==> src/rtl/nmi_arb_pkg.sv <==
package nmi_arb_pkg;

    typedef enum logic [1:0] {
        EDGE_OFF  = 2'b00,
        EDGE_RISE = 2'b01,
        EDGE_FALL = 2'b10,
        EDGE_BOTH = 2'b11
    } edge_sel_e;

    typedef enum logic [1:0] {
        ST_IDLE     = 2'b00,
        ST_PIN_SVC  = 2'b01,
        ST_WDT_SVC  = 2'b10
    } svc_state_e;

    typedef enum logic {
        SRC_PIN = 1'b0,
        SRC_WDT = 1'b1
    } nmi_src_e;

endpackage

==> src/rtl/nmi_pin_edge.sv <==
module nmi_pin_edge
    import nmi_arb_pkg::*;
#(
    parameter int SYNC_STAGES = 2
) (
    input  logic       clk,
    input  logic       rst_n,
    input  logic       pin_i,
    input  logic [1:0] mode_i,
    output logic       evt_o
);
    localparam int TOP = SYNC_STAGES - 1;

    logic [TOP:0] sync_q;
    logic         last_q;
    logic         rise, fall;

    generate
        if (SYNC_STAGES > 1) begin : g_chain
            always_ff @(posedge clk or negedge rst_n) begin
                if (!rst_n) sync_q <= '0;
                else        sync_q <= {sync_q[TOP-1:0], pin_i};
            end
        end else begin : g_single
            always_ff @(posedge clk or negedge rst_n) begin
                if (!rst_n) sync_q <= '0;
                else        sync_q <= pin_i;
            end
        end
    endgenerate

    always_ff @(posedge clk or negedge rst_n) begin
        if (!rst_n) last_q <= 1'b0;
        else        last_q <= sync_q[TOP];
    end

    assign rise = sync_q[TOP] & ~last_q;
    assign fall = ~sync_q[TOP] & last_q;

    always_comb begin
        unique case (edge_sel_e'(mode_i))
            EDGE_OFF:  evt_o = 1'b0;
            EDGE_RISE: evt_o = rise;
            EDGE_FALL: evt_o = fall;
            EDGE_BOTH: evt_o = rise | fall;
            default:   evt_o = 1'b0;
        endcase
    end

endmodule

==> src/rtl/nmi_wdt_qual.sv <==
module nmi_wdt_qual (
    input  logic req_i,
    input  logic rst_mode_i,
    output logic evt_o
);
    // A watchdog pulse is a non-maskable request only in NMI mode (bit = 0).
    assign evt_o = req_i & ~rst_mode_i;
endmodule

==> src/rtl/nmi_svc_fsm.sv <==
module nmi_svc_fsm
    import nmi_arb_pkg::*;
(
    input  logic clk,
    input  logic rst_n,
    input  logic pin_evt_i,
    input  logic wdt_evt_i,
    input  logic busy_i,
    input  logic reti_i,
    output logic ack_o,
    output logic src_o,
    output logic save_o,
    output logic reset_req_o
);
    svc_state_e state_q, state_d;
    logic       pin_pend_q, pin_pend_d;
    logic       wdt_pend_q, wdt_pend_d;
    logic       take;
    nmi_src_e   take_src;

    // Next-state and delivery decision
    always_comb begin
        state_d    = state_q;
        pin_pend_d = pin_pend_q;
        wdt_pend_d = wdt_pend_q;
        take       = 1'b0;
        take_src   = SRC_PIN;
        unique case (state_q)
            ST_IDLE: begin
                if (wdt_evt_i || wdt_pend_q) begin          // take-wdt
                    take       = 1'b1;
                    take_src   = SRC_WDT;
                    state_d    = ST_WDT_SVC;
                    pin_pend_d = 1'b0;
                    wdt_pend_d = 1'b0;
                end else if (pin_evt_i || pin_pend_q) begin // take-pin
                    take       = 1'b1;
                    take_src   = SRC_PIN;
                    state_d    = ST_PIN_SVC;
                    pin_pend_d = 1'b0;
                end
            end
            ST_PIN_SVC: begin
                if (wdt_evt_i && !busy_i) begin             // preempt
                    take       = 1'b1;
                    take_src   = SRC_WDT;
                    state_d    = ST_WDT_SVC;
                    pin_pend_d = 1'b0;
                    wdt_pend_d = 1'b0;
                end else begin
                    if (wdt_evt_i)      wdt_pend_d = 1'b1;  // pin dropped if same cycle
                    else if (pin_evt_i) pin_pend_d = 1'b1;
                    if (reti_i)         state_d    = ST_IDLE; // return
                end
            end
            ST_WDT_SVC: begin
                state_d = ST_WDT_SVC;                       // terminal until reset
            end
            default: state_d = ST_IDLE;
        endcase
    end

    // State register
    always_ff @(posedge clk or negedge rst_n) begin
        if (!rst_n) begin
            state_q    <= ST_IDLE;
            pin_pend_q <= 1'b0;
            wdt_pend_q <= 1'b0;
        end else begin
            state_q    <= state_d;
            pin_pend_q <= pin_pend_d;
            wdt_pend_q <= wdt_pend_d;
        end
    end

    // Output register
    always_ff @(posedge clk or negedge rst_n) begin
        if (!rst_n) begin
            ack_o       <= 1'b0;
            src_o       <= 1'b0;
            save_o      <= 1'b0;
            reset_req_o <= 1'b0;
        end else begin
            ack_o       <= take;
            src_o       <= take & (take_src == SRC_WDT);
            save_o      <= take;
            reset_req_o <= reset_req_o | (take & (take_src == SRC_WDT));
        end
    end

    assert_rr_sticky_R9: assert property (@(posedge clk) disable iff (!rst_n)
        reset_req_o |=> reset_req_o);

    assert_no_ack_after_wdt_R9: assert property (@(posedge clk) disable iff (!rst_n)
        reset_req_o |=> !ack_o);

    assert_rr_rises_with_wdt_ack_R9: assert property (@(posedge clk) disable iff (!rst_n)
        $rose(reset_req_o) |-> (ack_o && src_o));

    assert_pin_ack_from_idle_R5: assert property (@(posedge clk) disable iff (!rst_n)
        (ack_o && !src_o) |-> ($past(state_q) == ST_IDLE));

    assert_preempt_needs_clear_R7: assert property (@(posedge clk) disable iff (!rst_n)
        (ack_o && src_o && ($past(state_q) == ST_PIN_SVC)) |-> !$past(busy_i));

endmodule

==> src/rtl/nmi_arbiter.sv <==
module nmi_arbiter
    import nmi_arb_pkg::*;
#(
    parameter int SYNC_STAGES = 2
) (
    input  logic       clk,
    input  logic       rst_n,
    input  logic       pin_level_i,
    input  logic [1:0] edge_sel_i,
    input  logic       wdt_req_i,
    input  logic       wdt_rst_mode_i,
    input  logic       cpu_nmi_busy_i,
    input  logic       reti_i,
    output logic       ack_o,
    output logic       ack_src_o,
    output logic       save_ctx_o,
    output logic       reset_req_o
);
    logic pin_evt;
    logic wdt_evt;

    nmi_pin_edge #(.SYNC_STAGES(SYNC_STAGES)) u_pin_edge (
        .clk    (clk),
        .rst_n  (rst_n),
        .pin_i  (pin_level_i),
        .mode_i (edge_sel_i),
        .evt_o  (pin_evt)
    );

    nmi_wdt_qual u_wdt_qual (
        .req_i      (wdt_req_i),
        .rst_mode_i (wdt_rst_mode_i),
        .evt_o      (wdt_evt)
    );

    nmi_svc_fsm u_fsm (
        .clk         (clk),
        .rst_n       (rst_n),
        .pin_evt_i   (pin_evt),
        .wdt_evt_i   (wdt_evt),
        .busy_i      (cpu_nmi_busy_i),
        .reti_i      (reti_i),
        .ack_o       (ack_o),
        .src_o       (ack_src_o),
        .save_o      (save_ctx_o),
        .reset_req_o (reset_req_o)
    );

endmodule

==> config.mk <==
export PLATFORM = sky130hd
export DESIGN_NAME = nmi_arbiter
export DESIGN_NICKNAME = d
export VERILOG_FILES = /design/src/rtl/nmi_arb_pkg.sv /design/src/rtl/nmi_pin_edge.sv /design/src/rtl/nmi_wdt_qual.sv /design/src/rtl/nmi_svc_fsm.sv /design/src/rtl/nmi_arbiter.sv
export SDC_FILE = /design/constraint.sdc
export NUM_CORES = 1
export LEC_CHECK = 0
export CORE_AREA = 2 2 39 41
export DETAILED_ROUTE_END_ITERATION = 8
export DIE_AREA = 0 0 41 43
export GPL_ROUTABILITY_DRIVEN = 0
export HOLD_SLACK_MARGIN = 0.15
export PLACE_DENSITY = 0.6
export SYNTH_ARGS = -nofsm -noshare
export SYNTH_HDL_FRONTEND = slang
export SYNTH_SLANG_ARGS = --single-unit
==> constraint.sdc <==
create_clock -name clk -period 2.3 [get_ports clk]
set_clock_uncertainty 0.2 [all_clocks]
set_input_delay 0.345 -clock clk [delete_from_list [all_inputs] [get_ports clk]]
set_output_delay 0.345 -clock clk [all_outputs]
set_load 0.1 [all_outputs]
==> results.yml, run 1 <==
worst_setup_path:
  crit_type: "in -> reg"
  timing.critical_path.buf_inv: 1
  cp_slowest_cell: "clkdlybuf4s50_1"
  startpoint_type: "primary input"
  worstPathArrival_ns: 1.46
  cp.required_ns: 2.27
  cpPeakStageDelay_ns: 0.52
  end_kind: "flip-flop"
  cp.depth: 5
  crit_family: "compound AO/OA/AOI/OAI gates"
  crit_chain: "clkdlybuf4s50_1, nor2_1, a211oi_2, o21ai_1, o31ai_2"
  crit_path_max_fanout: 4
  ff2ff_path_depth: 5
floorplan:
  ios: 13
  initial_utilization: 0.346
  die_h_um: 43
  rows: 14
  die_w_um: 41
  coreArea_mm2: 0.00138
  die_area_mm2: 0.00176
sta:
  period_minus_slack_ns: 1.49
  slew_headroom: 0.716
  rsz0062_at_grt: "no"
  hold_violations: 0
  tns_ns: 0
  slew_viol_final: 0
  finalCritPeriodShare: 0.648
  finalSetupViolCount: 0
  worst_pin_slew_ns: 0.424
  max_freq_ghz: 0.671
cts:
  clk_latency_ns: 0.27
  cts_setup_buffers: 0
  clock-sinks: 10
  cts_buffer_depth: 2
  cts-resized-gates: 0
  cts_buffers: 3
  root_buffer: "clkbuf_4"
  cts.hold.buffers_added: 0
  cts_tree: "built"
  clkTransAtPathRegs_ns: 0.06
  htree_levels: 1
worst_hold_path:
  hold_path.class: "reg -> reg"
  whs_path_depth: 0
synthesis:
  synthArstFlopShare: 1.00
  synth.most_common_cell: "dfrtp_1"
  synthFlopType: "dfrtp_1"
  synthCells: 45
  ys_seq_elements: 10
  synth_area_um2: 479
  synth.area.top_cells: "dfrtp_1 (52%), ha_1 (5.2%), inv_1 (3.9%)"
  synth_fp_nets: 56
  synth-seq-area-share: 0.522
  synth-edff-count: 0
  synth.avg_cell_area_um2: 10.6
  yosysTopAreaCell: "dfrtp_1"
  synth_top_area_frac: 0.522
  synth.distinct_cells: 24
  yosys_warnings: 0
  netlist_top_cells_count: "dfrtp_1 (10), inv_1 (5), nand2_1 (5)"
finish:
  drive_gt1_frac: 0.233
  multiInputGateArea_um2: 199
  fillers: 139
  nets: 72
  regArea_um2: 250
  area_growth_pct: 33.2
  fin_util: 0.461
  n_antenna_cell: 0
drt:
  wl_um: 769
  vias_per_cell: 4.84
  wire_per_inst_um: 10.1
  ant_nets: 0
  vias: 368
  drt_first_pass_iters: 4
  drc: 0
  drtIter0Drc: 5
grt:
  grt_use_total: 0.109
  grt_start_max_net_pins: 11
  globalRouteOverflowTotal: 0
  grt_pass1_vias: 316
  antenna_found_initial: 0
  grt_pass1_wl_um: 1240
status:
  status: "completed"
power:
  p_per_area_mw_per_mm2: 1080
  p_leak_nw: 0.306
  peakVddDrop_v: 0.000659
flow_run:
  maxCapViolCount: 0
placed_design:
  hpwlAfterDp_um: 619
  port_buffers: 12
[power by group]
group	internal [mW]	switching, mW
registers	0.210	0.0322
clock network	0.0962	0.0646
logic	0.0773	0.206
total	0.383	0.303
[final timing paths]
check,slack (ns),from,end
worst max-delay path,0.81,edge_sel_i[0],u_fsm.state_q[0]
worst min-delay path,0.15,u_pin_edge.sync_q[0],u_pin_edge.sync_q[1]
worst max register to register,0.83,u_pin_edge.last_q,u_fsm.state_q[0]
worst min register to register,0.15,u_pin_edge.sync_q[0],u_pin_edge.sync_q[1]
max in group asynchronous,1.42,rst_n,u_fsm.state_q[1]
min in group asynchronous,0.17,rst_n,u_pin_edge.last_q
[registers in the layout (all words and copies together), names as in the netlist]
name	cells
u_fsm.state_q	2
u_pin_edge.sync_q	2
u_fsm.ack_o	1
u_fsm.pin_pend_q	1
u_fsm.reset_req_o	1
u_fsm.src_o	1
u_fsm.wdt_pend_q	1
u_pin_edge.last_q	1
[layer usage]
| metal | vias to the layer above | track usage | part of all wire |
|---|---|---|---|
| met3 | 3 | 0.0471 | 0.053 |
| met5 | - | 0 | 0 |
| li1 | 181 | - | - |
| met1 | 175 | 0.142 | 0.45 |
| met2 | 9 | 0.138 | 0.48 |
| met4 | 0 | 0.0800 | 0.023 |
[layout by cell type, fill, tap and decap left out]
master,instances
dfrtp_1,10
clkdlybuf4s50_1,8
inv_1,5
nand2_1,5
buf_4,4
clkbuf_4,3
nand2b_1,2
nor2_1,2
o21ai_1,2
ha_1,2
and2b_1,1
o21bai_1,1
a21o_2,1
mux2i_1,1
or2b_1,1
a211oi_2,1
inv_2,1
nand2b_2,1
nor2b_1,1
a32o_1,1
o21ai_2,1
o211ai_1,1
o31ai_2,1
a21oi_1,1
and2_1,1
a31oi_1,1
clkbuf_8,1
[cell type report]
cell class                      count  share of cell area
Clock buffer                        4              0.0569
Sequential cell                    10               0.392
Tap cell                           16              0.0314
Timing Repair Buffer               12               0.173
Inverter                            6              0.0353
Multi-Input combinational cell     28               0.312
[stage by stage]
step	hold slack [ns]	instance area (um2)	total power [mW]	worst slack (ns)	std cells
after global routing	0.172	638	0.723	0.696	76
final	0.154	638	0.687	0.809	76
after CTS	0.156	638	0.694	0.802	76
after detailed placement	0.142	602	0.533	0.525	72
after floorplan	-0.151	479	0.473	0.431	45
after global placement	0.134	602	0.531	0.558	72
[cell families after synthesis]
group	count (synthesis)	share of synthesized area
buffers and inverters	7	0.0627
AO/OA/AOI/OAI	11	0.185
adder cells (fa/ha/maj)	2	0.0522
AND/OR/NAND/NOR	14	0.157
multiplexers	1	0.0209
flip-flops	10	0.522
(Power assumes the default switching activity.)
==> run 2, diff against run 1 <==
==> constraint.sdc (replaced) <==
create_clock -name clk -period 1.4 [get_ports clk]
set_clock_uncertainty 0.2 [all_clocks]
set_input_delay 0.21 -clock clk [delete_from_list [all_inputs] [get_ports clk]]
set_output_delay 0.21 -clock clk [all_outputs]
set_load 0.1 [all_outputs]
==> run 2 against run 1 <==
  * The flow now finishes with violations (setup timing)
  * Die area unchanged
  * Sequential power is 77% higher
  * Clock power grew 21%
  * Final area is 15% higher
  * Critical path depth rose by 1
  * Clock-buffer cell count fell by 1
  * Via count grew 1.4%
  * Final cell count rose by 6.6%
  * Power rose by 75%
  * Critical endpoint unchanged
  * Highest routed layer unchanged
==> results.yml, run 2 (same netlist as run 1, synthesis figures left out) <==
worst_setup_path:
  startpoint_type: "flip-flop"
  cpPeakStageDelay_ns: 0.39
  cp_slowest_cell: "dfrtp_1"
  r2r-end: "u_fsm.state_q[0]"
  reg2reg_from: "u_pin_edge.sync_q[1]"
  rrSetupSlack_ns: -0.03
  crit_path_max_fanout: 3
  worstSetupStartpoint: "u_pin_edge.sync_q[1]"
  crit_type: "reg -> reg"
  ff2ff_path_depth: 6
  crit_chain: "inv_1, ha_1, nand2_2, a211oi_2, o21ai_2, o31ai_2"
  cp.required_ns: 1.38
  worstPathArrival_ns: 1.41
  end_kind: "flip-flop"
  crit_end: "u_fsm.state_q[0]"
finish:
  reg_top3: "u_fsm.state_q (2), u_pin_edge.sync_q (2)"
  design_area_um2: 737
  nets: 78
  layout.cells.non_filler: 81
  fillers: 124
  fin_util: 0.533
  n_antenna_cell: 0
  area_growth_pct: 53.8
  drive_gt1_frac: 0.354
  final_cell_mix: "clkdlybuf4s50_1 (8), dfrtp_1 (8), inv_1 (5), buf_4 (5)"
floorplan:
  die_w_um: 41
  die_h_um: 43
  die_area_mm2: 0.00176
  initial_utilization: 0.346
  ios: 13
  coreArea_mm2: 0.00138
  rows: 14
drt:
  drt_first_pass_iters: 3
  wl_met1_um: 383
  drc: 0
  wl_met2_um: 401
  wl_um: 873
  vias: 373
  wire_per_inst_um: 10.8
  top_layer: "met4"
  dr_wl_met3_um: 37
  ant_nets: 0
  drtIter0Drc: 2
  vias_per_cell: 4.60
sta:
  rsz0062_at_grt: "yes"
  tns_ns: -0.0515
  max_freq_ghz: 0.701
  finalCritPeriodShare: 1.02
  fin_ws_ns: -0.0261
  hold_ws_ns: 0.151
  slew_headroom: 0.864
  finalSetupViolCount: 2
  worst_pin_slew_ns: 0.201
  period_minus_slack_ns: 1.43
  slew_viol_final: 0
  hold_violations: 0
placed_design:
  dp.cells: 76
  detailedPlace.worstSlack_ns: -0.198
  hpwlAfterDp_um: 631
  place_area_um2: 687
  port_buffers: 12
power:
  peakVddDrop_v: 0.000786
  p_leak_nw: 0.342
  finalPower_mw: 1.20
  p_per_area_mw_per_mm2: 1640
grt:
  antenna_found_initial: 0
  grt_start_max_net_pins: 11
  grt_pass1_vias: 325
  grt_use_total: 0.127
  globalRouteOverflowTotal: 0
  grt_pass1_wl_um: 1390
cts:
  cts_buffer_depth: 2
  clkTransAtPathRegs_ns: 0.06
  cts_buffers: 3
  clk_latency_ns: 0.27
  cts_tree: "built"
  clock-sinks: 10
  htree_levels: 1
  root_buffer: "clkbuf_4"
flow_run:
  maxCapViolCount: 0
worst_hold_path:
  hold_path.class: "reg -> reg"
status:
  status: "complete, but fails checks"
  violations: "setup timing"
-- run 2: where the power goes --
group	internal [mW]	switching (mW)	total, mW
combinational	0.234	0.348	0.582
clock	0.0993	0.0960	0.195
sequential	0.354	0.0737	0.428
total	0.687	0.518	1.20
-- run 2: per-layer routing --
metal  up-vias  global-route usage
met1       168               0.169
met3         5              0.0314
met5         -                   0
li1        191                   -
met4         0               0.140
met2         9               0.150
-- run 2: final cells by class --
cell class,instances,area [um2],share of cell area
sequential,10,255,0.346
multi-input combinational,28,209,0.284
timing repair buffer,18,208,0.282
clock buffer,3,22.5,0.0306
inverter,6,22.5,0.0306
tap,16,20.0,0.0272
-- run 2: worst min-delay path by stage --
| stage | startpoint | endpoint | slack [ns] | cells after the start |
|---|---|---|---|---|
| 2_1_floorplan | rst_n | u_fsm.pin_pend_q | -0.29 | 0 |
| 3_3_place_gp | u_pin_edge.sync_q[0] | u_pin_edge.sync_q[1] | 0.13 | 0 |
| 3_5_place_dp | u_pin_edge.sync_q[0] | u_pin_edge.sync_q[1] | 0.14 | 0 |
| 4_1_cts | u_pin_edge.sync_q[0] | u_pin_edge.sync_q[1] | 0.15 | 0 |
| 5_1_grt | u_pin_edge.sync_q[0] | u_pin_edge.sync_q[1] | 0.16 | 0 |
| 6_report | u_pin_edge.sync_q[0] | u_pin_edge.sync_q[1] | 0.15 | 0 |
-- run 2: timing repair --
action / in CTS / in global routing
hold endpoints to repair: 10 / 0
pin swaps: 1 / 0
setup endpoints to repair: 1 / 3
hold buffers: 1 / 0
resized for setup: 0 / 3
buffers inserted: 0 / 1
-- run 2: worst max-delay path: cells and delay by family (launching register included) --
family | cells | cell delay (ns)
AND/OR/NAND/NOR | 1 | 0.07
AO/OA/AOI/OAI | 3 | 0.48
adder cells (fa/ha/maj) | 1 | 0.14
buffers and inverters | 1 | 0.06
flip-flops | 1 | 0.39
==> run 3, diff against run 2 <==
--- a/config.mk
+++ b/config.mk
@@ -9,8 +9,10 @@
 export DETAILED_ROUTE_END_ITERATION = 8
 export DIE_AREA = 0 0 41 43
 export GPL_ROUTABILITY_DRIVEN = 0
+export GPL_TIMING_DRIVEN = 0
 export HOLD_SLACK_MARGIN = 0.15
 export PLACE_DENSITY = 0.6
+export SLEW_MARGIN = 20
 export SYNTH_ARGS = -nofsm -noshare
 export SYNTH_HDL_FRONTEND = slang
 export SYNTH_SLANG_ARGS = --single-unit
==> run 3 against run 2 <==
  * The run still ends with setup timing left
  * First-iteration DRC count increased by 100%
  * Combinational power fell by 4.1%
  * Register-to-register slack is essentially flat
  * Via count down 3.5%
  * Worst setup slack got worse by 0.010 ns
  * Final area is 9.0% lower
  * Fmax shrank 0.71%
  * Critical path type unchanged
  * Largest power group unchanged
  * Highest routed layer unchanged
==> results.yml, run 3 (same netlist as run 1, synthesis figures left out) <==
finish:
  final_cell_mix: "dfrtp_1 (8), clkdlybuf4s50_1 (7), inv_1 (5)"
  reg_top3: "u_fsm.state_q (2), u_pin_edge.sync_q (2)"
  drive_gt1_frac: 0.328
  nets: 74
  fillers: 134
  fin_util: 0.485
  area_growth_pct: 39.9
  multiInputGateArea_um2: 209
  final_common_cell: "dfrtp_1"
  n_antenna_cell: 0
  regArea_um2: 255
worst_setup_path:
  cp_slowest_cell: "dfrtp_1"
  reg2reg_from: "u_pin_edge.sync_q[1]"
  worstSetupStartpoint: "u_pin_edge.sync_q[1]"
  crit_family: "flip-flops"
  crit_end: "u_fsm.state_q[0]"
  worstPathArrival_ns: 1.41
  crit_path_max_fanout: 3
  crit_chain: "ha_1, mux2i_2, o21ai_2, o31ai_2"
  cp.required_ns: 1.38
  cp.depth: 4
  ff2ff_path_depth: 4
  startpoint_type: "flip-flop"
  rrSetupSlack_ns: -0.04
  timing.critical_path.buf_inv: 0
  end_kind: "flip-flop"
  r2r-end: "u_fsm.state_q[0]"
  cpPeakStageDelay_ns: 0.39
  crit_type: "reg -> reg"
grt:
  globalRouteOverflowTotal: 0
  grt_pass1_vias: 325
  grt_start_max_net_pins: 11
  grt_use_total: 0.118
  grt_pass1_wl_um: 1300
  antenna_found_initial: 0
floorplan:
  ios: 13
  coreArea_mm2: 0.00138
  initial_utilization: 0.346
  die_w_um: 41
  rows: 14
  die_area_mm2: 0.00176
  die_h_um: 43
cts:
  cts_buffer_depth: 2
  cts_tree: "built"
  root_buffer: "clkbuf_4"
  clk_latency_ns: 0.26
  clkTransAtPathRegs_ns: 0.06
  htree_levels: 1
  cts_buffers: 3
  clock-sinks: 10
sta:
  rsz0062_at_grt: "yes"
  slew_viol_final: 0
  hold_violations: 0
  slew_headroom: 0.722
  fin_ws_ns: -0.0363
  finalSetupViolCount: 4
  finalCritPeriodShare: 1.03
  max_freq_ghz: 0.696
  period_minus_slack_ns: 1.44
  worst_pin_slew_ns: 0.415
drt:
  drc: 0
  drtIter0Drc: 4
  ant_nets: 0
  vias: 360
  vias_per_cell: 4.68
  wl_um: 826
  wl_met1_um: 355
  drt_first_pass_iters: 4
  dr_wl_met3_um: 32
  wire_per_inst_um: 10.7
  wl_met2_um: 400
  top_layer: "met4"
power:
  p_sw_uw: 509
  peakVddDrop_v: 0.000686
  seqPwrFrac: 0.356
  p_leak_nw: 0.311
  pwr-share-comb: 0.481
  pwr-share-clk: 0.164
  p_per_area_mw_per_mm2: 1730
  p_int_uw: 652
  p_sw_frac: 0.439
flow_run:
  maxCapViolCount: 0
status:
  violations: "setup timing"
  status: "complete, but fails checks"
placed_design:
  detailedPlace.worstSlack_ns: -0.598
  hpwlAfterDp_um: 619
  port_buffers: 12
worst_hold_path:
  hold_path.class: "in -> async"
[run 3: cell count changes in the layout (fill, tap and decap cells not counted)]
cell / delta
buf_12: -3
clkdlybuf4s50_1: -1
buf_4: -1
buf_6: +1
[run 3: worst min-delay path by stage]
stage,slack [ns],endpoint,cells after the start,from
finish,0.11,u_fsm.state_q[1],1,rst_n
global route,0.16,u_fsm.state_q[1],1,rst_n
CTS,0.16,u_pin_edge.sync_q[1],0,u_pin_edge.sync_q[0]
floorplan,-0.29,u_fsm.pin_pend_q,0,rst_n
detailed placement,0.14,u_pin_edge.sync_q[1],0,u_pin_edge.sync_q[0]
global placement,0.13,u_pin_edge.sync_q[1],0,u_pin_edge.sync_q[0]
[run 3: metal layers]
metal	vias up	GRT usage
met4	0	0.120
met2	9	0.159
met5	-	0
met1	167	0.139
met3	4	0.0314
li1	180	-
[run 3: repair_timing]
item                                   4_1_cts  5_1_grt
resized for setup                           26        6
setup endpoints to repair                    6        7
gates cloned                                 0        0
hold buffers                                 1        0
endpoints found under the hold margin       10        0
pin swaps                                    3        1
buffers inserted                             0        1
[run 3: final cells by class]
cell class,instances,share of cell area
well taps,16,0.0299
clock buffers,3,0.0336
multi-input cells,28,0.312
repair buffers,13,0.194
inverters,6,0.0336
plain buffers,1,0.0168
flip-flops and latches,10,0.381
[run 3: through the flow]
| stage | power, mW | area (um2) | hold slack (ns) | setup TNS (ns) | cells |
|---|---|---|---|---|---|
| floorplan | 0.788 | 484 | -0.286 | 0 | 45 |
| global placement | 0.907 | 624 | 0.134 | -3.16 | 73 |
| detailed placement | 0.913 | 624 | 0.143 | -3.23 | 73 |
| CTS | 1.13 | 657 | 0.156 | -0.217 | 77 |
| global route | 1.23 | 671 | 0.163 | -0.480 | 77 |
| finish | 1.16 | 671 | 0.114 | -0.0964 | 77 |
[run 3: worst register-to-register path: cells and delay by family, from the launching register on]
kind | cells | cell delay, ns
flops | 1 | 0.39
mux | 1 | 0.21
fa+ha+maj | 1 | 0.29
compound gates | 2 | 0.26
[run 3: power groups by stage]
| stage | registers [mW] | logic, mW | clock network (mW) |
|---|---|---|---|
| final | 0.413 | 0.558 | 0.190 |
| after global routing | 0.425 | 0.592 | 0.210 |
| after CTS | 0.411 | 0.523 | 0.196 |
| after detailed placement | 0.417 | 0.497 | 0 |
| after global placement | 0.414 | 0.494 | 0 |
| after floorplan | 0.552 | 0.236 | 0 |
